[src/rtl/prechk_pkg.sv]
package prechk_pkg;
    localparam int OP_W     = 16;
    localparam int CODE_W   = 12;
    localparam int FPU_OP_N = 8;

    localparam logic [OP_W-1:0] OP_REG_MASK = 16'hF0FF;

    // FPU-class opcodes with the register nibble cleared
    localparam logic [FPU_OP_N*OP_W-1:0] FPU_OP_LIST = {
        16'h406A, 16'h4066, 16'h006A, 16'h4062,
        16'h405A, 16'h4056, 16'h005A, 16'h4052
    };

    localparam logic [CODE_W-1:0] CODE_FPU_OFF      = 12'h800;
    localparam logic [CODE_W-1:0] CODE_FPU_OFF_SLOT = 12'h820;
    localparam logic [CODE_W-1:0] CODE_SLOT_ILLEGAL = 12'h1A0;
    localparam logic [CODE_W-1:0] CODE_ILLEGAL      = 12'h180;

    typedef enum logic [1:0] {
        CAUSE_NONE,
        CAUSE_SLOT,
        CAUSE_PRIV,
        CAUSE_FPU
    } cause_e;

    typedef enum logic {
        ST_QUIET,
        ST_RAISE
    } state_e;
endpackage

[src/rtl/prechk_fpu_match.sv]
module prechk_fpu_match
    import prechk_pkg::*;
#(
    parameter int N_OPS = FPU_OP_N
) (
    input  logic [OP_W-1:0] opcode,
    output logic            is_fpu
);
    logic [N_OPS-1:0] hit;
    logic [OP_W-1:0]  key;

    assign key = opcode & OP_REG_MASK;

    for (genvar g = 0; g < N_OPS; g++) begin : g_cmp
        assign hit[g] = (key == FPU_OP_LIST[g*OP_W +: OP_W]);
    end

    assign is_fpu = |hit;
endmodule

[src/rtl/prechk_arbiter.sv]
module prechk_arbiter
    import prechk_pkg::*;
(
    input  logic   instr_valid,
    input  logic   in_slot,
    input  logic   slot_forbid,
    input  logic   priv_op,
    input  logic   user_mode,
    input  logic   fpu_op,
    input  logic   fpu_off,
    output cause_e cause
);
    always_comb begin
        cause = CAUSE_NONE;
        if (instr_valid) begin
            if (slot_forbid && in_slot) begin
                cause = CAUSE_SLOT;
            end else if (priv_op && user_mode) begin
                cause = CAUSE_PRIV;
            end else if (fpu_op && fpu_off) begin
                cause = CAUSE_FPU;
            end
        end
    end
endmodule

[src/rtl/instr_exc_precheck.sv]
module instr_exc_precheck
    import prechk_pkg::*;
#(
    parameter int PC_W = 32
) (
    input  logic              clk,
    input  logic              rst_n,
    input  logic              instr_valid,
    input  logic [OP_W-1:0]   opcode,
    input  logic [PC_W-1:0]   pc,
    input  logic              priv_mode,
    input  logic              fpu_off,
    input  logic [3:0]        slot_flags,
    input  logic              slot_forbid,
    input  logic              priv_op,
    output logic              exc_valid,
    output logic [CODE_W-1:0] exc_code,
    output logic [PC_W-1:0]   exc_pc
);
    localparam logic [PC_W-1:0] SLOT_BACK = PC_W'(2);

    state_e            state_q, state_d;
    cause_e            cause;
    logic              in_slot;
    logic              fpu_op;
    logic [CODE_W-1:0] code_d;
    logic [PC_W-1:0]   pc_d;
    logic [1:0]        unused_flags;

    assign in_slot      = slot_flags[0] | slot_flags[1];
    assign unused_flags = slot_flags[3:2];

    prechk_fpu_match #(.N_OPS(FPU_OP_N)) u_match (
        .opcode (opcode),
        .is_fpu (fpu_op)
    );

    prechk_arbiter u_arb (
        .instr_valid (instr_valid),
        .in_slot     (in_slot),
        .slot_forbid (slot_forbid),
        .priv_op     (priv_op),
        .user_mode   (!priv_mode),
        .fpu_op      (fpu_op),
        .fpu_off     (fpu_off),
        .cause       (cause)
    );

    always_comb begin
        code_d = exc_code;
        pc_d   = exc_pc;
        unique case (cause)
            CAUSE_SLOT: begin
                code_d = CODE_SLOT_ILLEGAL;
                pc_d   = pc - SLOT_BACK;
            end
            CAUSE_PRIV: begin
                code_d = CODE_ILLEGAL;
                pc_d   = pc;
            end
            CAUSE_FPU: begin
                code_d = in_slot ? CODE_FPU_OFF_SLOT : CODE_FPU_OFF;
                pc_d   = in_slot ? pc - SLOT_BACK : pc;
            end
            CAUSE_NONE: begin
                code_d = exc_code;
                pc_d   = exc_pc;
            end
        endcase
        state_d = (cause == CAUSE_NONE) ? ST_QUIET : ST_RAISE;
    end

    always_ff @(posedge clk) begin
        if (!rst_n) begin
            state_q  <= ST_QUIET;
            exc_code <= '0;
            exc_pc   <= '0;
        end else begin
            state_q <= state_d;
            if (state_d == ST_RAISE) begin
                exc_code <= code_d;
                exc_pc   <= pc_d;
            end
        end
    end

    always_comb begin
        unique case (state_q)
            ST_QUIET: exc_valid = 1'b0;
            ST_RAISE: exc_valid = 1'b1;
        endcase
    end
endmodule

[config.mk]
export PLATFORM = sky130hd
export DESIGN_NAME = instr_exc_precheck
export DESIGN_NICKNAME = d
export VERILOG_FILES = /design/src/rtl/prechk_pkg.sv /design/src/rtl/prechk_fpu_match.sv /design/src/rtl/prechk_arbiter.sv /design/src/rtl/instr_exc_precheck.sv
export SDC_FILE = /design/constraint.sdc
export NUM_CORES = 1
export LEC_CHECK = 0
export ABC_CLOCK_PERIOD_IN_PS = 2700
export BUFFER_PORTS_ARGS = -buffer_cell sky130_fd_sc_hd__buf_2
export CORE_UTILIZATION = 25
export CTS_CLUSTER_DIAMETER = 80
export DETAILED_ROUTE_END_ITERATION = 16
export GPL_ROUTABILITY_DRIVEN = 0
export PLACE_DENSITY_LB_ADDON = 0.05
export SLEW_MARGIN = 20
export SYNTH_ARGS = -nofsm -noshare
export SYNTH_HDL_FRONTEND = slang
export SYNTH_SLANG_ARGS = --single-unit
[constraint.sdc]
create_clock -name clk -period 2.7 [get_ports clk]
set_input_delay 0 -clock clk [delete_from_list [all_inputs] [get_ports clk]]
set_output_delay 0 -clock clk [all_outputs]
set_load 0.01 [all_outputs]
Word level (Yosys, flattened, before mapping)
Cells that the tools add are included.

Bitwise operators: 2. $add $sub $neg: 1. Reductions and logical operators: 6. Muxes and demuxes: 10. Equal/unequal tests: 11.

Operator list (count): one-hot mux 32 bit (3 select lines) (1); equality test 12 x 11 -> 1 bit, second input constant (6); one-hot mux 12 bit (3 select lines) (1); two-way mux 32 bit (1); subtractor 32 x 2 -> 32 bit, second input constant (1); equality test 12 x 7 -> 1 bit, second input constant (2); two-way mux 2 bit (4); OR reduction 8 bit (1); two-way mux 6 bit (1); equality test 2 bit, second input constant (2); logical AND 1 bit (3); equality test 2 x 1 -> 1 bit, second input constant (1); logical NOT 2 bit (1); one-hot mux 1 bit (2 select lines) (1); logical NOT 1 bit (1); two-way mux 1 bit (1); NOT 1 bit (1); OR 1 bit (1).

Register bits: 45.

Longest topological paths before layout
Word-level depth: 9. Depth in mapped cells: 8. Gate-level depth less buffers: 8.

Cells and area by module
From an unflattened synthesis, not the netlist that was laid out.

Cells, all modules: 246. Area, all modules: 2031.9 µm².

Modules (own cells, without submodules): instr_exc_precheck (area an instance 1940.6 µm², times used 1, seq. area each 720.7 µm², cells each 233); prechk_fpu_match (area an instance 58.8 µm², times used 1, seq. area each 0.0 µm², cells each 6); prechk_arbiter (area an instance 32.5 µm², times used 1, seq. area each 0.0 µm², cells each 7).

Worst setup path after synthesis
No wires, ideal clock.

Path kind: in2reg. Start: input port pc[6]. End: register exc_pc[30]. Buffers on the path: 0. Arrival time: 1.917 ns. Required time: 2.626 ns. Path slack: 0.709 ns. Stages: 6. Cells stage by stage: or4_4 or4_4 nor4_4 o21ai_2 or4_1 a31oi_1.

Cells in the longest elaborated chain, start to end: 3.

RTL lines: from (decl) (line instr_exc_precheck.sv:10) `input logic [PC_W-1:0] pc,`; subtractor 32 x 2 -> 32 bit (*) (line instr_exc_precheck.sv:55, instr_exc_precheck.sv:63); two-way mux 32 bit (line instr_exc_precheck.sv:63) `pc_d = in_slot ? pc - SLOT_BACK : pc;`; one-hot mux 32 bit (3 select lines) (*) (line instr_exc_precheck.sv:52) `unique case (cause)`; to (signal assigned) (line instr_exc_precheck.sv:82) `exc_pc <= pc_d;`; to (decl) (line instr_exc_precheck.sv:18) `output logic [PC_W-1:0] exc_pc`.

Every way passes the cells marked *; elsewhere a longest branch is shown, timed or not. A chain may end at the register's enable or synchronous reset.

Worst setup path in the final report
Start: input port pc[10]. End: register exc_pc[30].

Same word-level chain as after synthesis.

==> impl_results.md <==
- CTS tree: done
- Post-layout min period: approximately 2.5 ns
- Initial detailed-routing violation count: 85
- Critical Path, Cell by Cell: dlygate4sd3_1, buf_2, or4_4, or4_4, nor4_4, o21ai_2, or4_1, a31oi_1
- Post-synth ARST share: 0
- FF-to-FF setup slack: approximately 1.9 ns
- Crit path buf inv count: 2
- Cells on Worst Hold Path: 3
- Latest clock arrival within the worst-skew pair: 0.29 ns
- Reg2reg end: exc_pc[31]
- Ports: around 100
- Initial antenna violation count: 0
- Pins Over Slew Limit: 0
- Final WL: around 7600 um
- First-pass GRT wire length: approximately 12000 um
- Count leader, synth: dfxtp_1
- Die Span X: 96.4 um
- Drt first pass iters: 4
- Clock buffer depth: 2
- Clock-pin slew on the worst setup and hold paths: about 0.08 ns
- Synth warn: 0
- Synth Register Bits: 36
- Main synth FF type: dfxtp_1
- Die Ht: roughly 96 um
- Fin Setup TNS: 0 ns
- Period utilization: 0.913
- Total GRT Usage: 0.166
- # DRC: 0
- CTS root buf: clkbuf_8
- Worst Setup Start Kind: input pin
- Gate Count Post-Synth: 295
- H-tree depth: 2
- Post-CTS Setup Bufs: 0
- CP endpoint kind: flop
- Initial Utilization: 0.257
- Tightest Pin Transition: 0.597 ns
- Crit-path max cell delay: between 0.5 and 0.6 ns
- Largest fanout on the critical path: 6
- Core area: between 8000 and 9000 um^2
- Power per cell area: between 400 and 500 nW/um^2
- Num CTS Buffers: 5
- Vias/cell: around 5.0
- Cell mode on critical path: or4_4
- Area growth from synthesis to layout: 33.2%
- Yosys top cell area share: 0.323
- WS Path Type: in -> reg
- RR Startpoint: exc_pc[31]
- Delay-heaviest family, CP: simple AND/OR/NAND/NOR gates
- Post-cts gate resize count: 0
- I/O Buffers: approximately 90
- R2R cell count: 2
- Grt ovf: 0
- DR vias: approximately 2500
- LEAKAGE: ~0.0012 uW
- Std-Cell Rows: 34
- Switching Fraction: 0.295
- # hold bufs at CTS: 10
- Final total power: roughly 1400 uW
- Fill cell count: 1000
- Largest net degree at the start of global routing: 36
- Worst Hold End: exc_pc[1]
- Internal cell power: roughly 970 uW
- Post-synth EDFFs: 0
- Setup Skew: 0 ns
- Sequential share of power: 0.428
- Comb power frac: 0.215
- Post-synth top cells: 36 x dfxtp_1, 29 x nand2_1, 29 x o21ai_0, 26 x nor2_1, 23 x nor3_1
- Share of post-route cells with drive strength above 1: 0.299
- Clk pwr share: 0.357
- Final hold vios: 0
- Detail Placement HPWL: ~5500 um
- Final setup violation count: 0
- Routed WL per cell: between 15 and 20 um
- Syn Std Cell Area: ~2200 um^2
- Status: completed
- Worst path slowest cell: or4_4
- Die ar.: ~9300 um^2
- Seq/Total Area, Yosys: 0.323
- Fmax: just over 400 MHz
- Area leader, netlist: dfxtp_1
- Distinct cell type count after synthesis: 50
- CP required: ~3 ns
- Inserted Diodes: 0
- HP Class: in -> reg
- Post-layout nets: 450
- Peak VDD IR: 0.000234 V
- WP data arrival: between 2 and 3 ns
- Slew margin rel.: 0.598
- Switching pwr: approximately 400 uW
- Number of routed nets with antenna violations: 0
- Post-synthesis average cell area: 7.56 um^2
- Startpoint of the worst hold path: pc[1]
- Vias in the first global route: about 2300
- Area contributors post-synth: dfxtp_1 32%, o21ai_0 6.5%, nor3_1 5.2%
- Unrepaired setup endpoints after global routing: false
- Maximum Capacitance Violations: 0
- CTS Sinks: 36
flip-flops by register name (all words and copies together) (netlist names):
name      flops
exc_pc       32
exc_code      3
state_q       1
cell type report:
type / count / area, um^2 / share of cell area
clock inverter: 2 / 35.0 / 0.0118
sequential: 36 / 721 / 0.243
tap: 108 / 135 / 0.0455
timing repair buffer: 106 / 598 / 0.201
multi-input combinational: 234 / 1380 / 0.465
inverter: 7 / 26.3 / 0.00885
clock buffer: 6 / 72.6 / 0.0244
through the flow:
step,setup WS [ns],util,cells,cell area (um^2),hold slack (ns)
4_1_cts,0.242,0.342,499,2970,0.00981
6_report,0.234,0.342,499,2970,0.00838
2_1_floorplan,0.709,-,302,2260,0.0954
3_3_place_gp,0.457,0.318,481,2760,0.242
5_1_grt,0.134,0.342,499,2970,0.0226
3_5_place_dp,0.445,0.318,481,2760,0.247
power groups by stage:
stage                     clock network (uW)  logic, uW  registers, uW
after floorplan                            0        138            617
after global placement                     0        286            600
after detailed placement                   0        285            601
after CTS                                508        298            589
after global routing                     522        329            593
final                                    490        294            588
kinds of logic (layout without fill, tap and decap cells):
logic type	after synthesis	in the layout	share of synthesized area
xor+xnor	8	8	0.0314
mux	1	1	0.00449
compound gates	92	92	0.270
buf+inv	32	121	0.0690
simple gates	124	124	0.295
flops	36	36	0.323
fa+ha+maj	1	1	0.00561
other cells	1	8	0.00168
worst max path at each step:
stage | cells after the start | from | slack, ns | to
floorplan | 6 | pc[6] | 0.71 | exc_pc[30]
global placement | 7 | pc[6] | 0.46 | exc_pc[30]
detailed placement | 6 | pc[6] | 0.44 | exc_pc[17]
CTS | 8 | pc[10] | 0.24 | exc_pc[30]
global route | 8 | pc[10] | 0.13 | exc_pc[30]
finish | 8 | pc[10] | 0.23 | exc_pc[30]
worst min-delay path: cells and delay by family:
family          cells  cell delay (ns)
compound gates      1             0.07
buf+inv             1             0.12
simple gates        1             0.05
metal layers:
metal | share of wire | vias up | track usage | routed length (um)
met5 | 0 | - | 0 | 0
met4 | 0.015 | 0 | 0.0466 | 114
met3 | 0.055 | 8 | 0.0329 | 419
met2 | 0.45 | 65 | 0.272 | 3400
met1 | 0.48 | 1149 | 0.221 | 3640
li1 | - | 1273 | - | -
cells in the final DEF (no fill, tap or decap), types with 2 or more instances in the layout:
master	synthesis	final
buf_2	0	89
dfxtp_1	36	36
nand2_1	29	29
o21ai_0	29	28
nor2_1	26	26
nor3_1	23	23
a211oi_1	11	11
a21oi_1	10	10
dlygate4sd3_1	0	10
a31oi_1	9	9
conb_1	1	8
inv_1	7	7
xor2_1	7	7
buf_4	9	7
and2_1	6	6
o22ai_1	6	6
nand2b_1	5	5
nor4_1	5	5
clkbuf_8	0	5
o211ai_1	4	4
or4_4	4	4
or3_1	4	4
o41ai_1	4	4
nand3_1	4	4
o221ai_1	4	4
or3_2	3	3
a21o_1	2	2
nand4_1	2	2
nor2b_1	2	2
o21bai_1	2	2
o221a_2	2	2
or2_2	2	2
and3_1	2	2
or4_1	2	2
(Power assumes the default switching activity.)
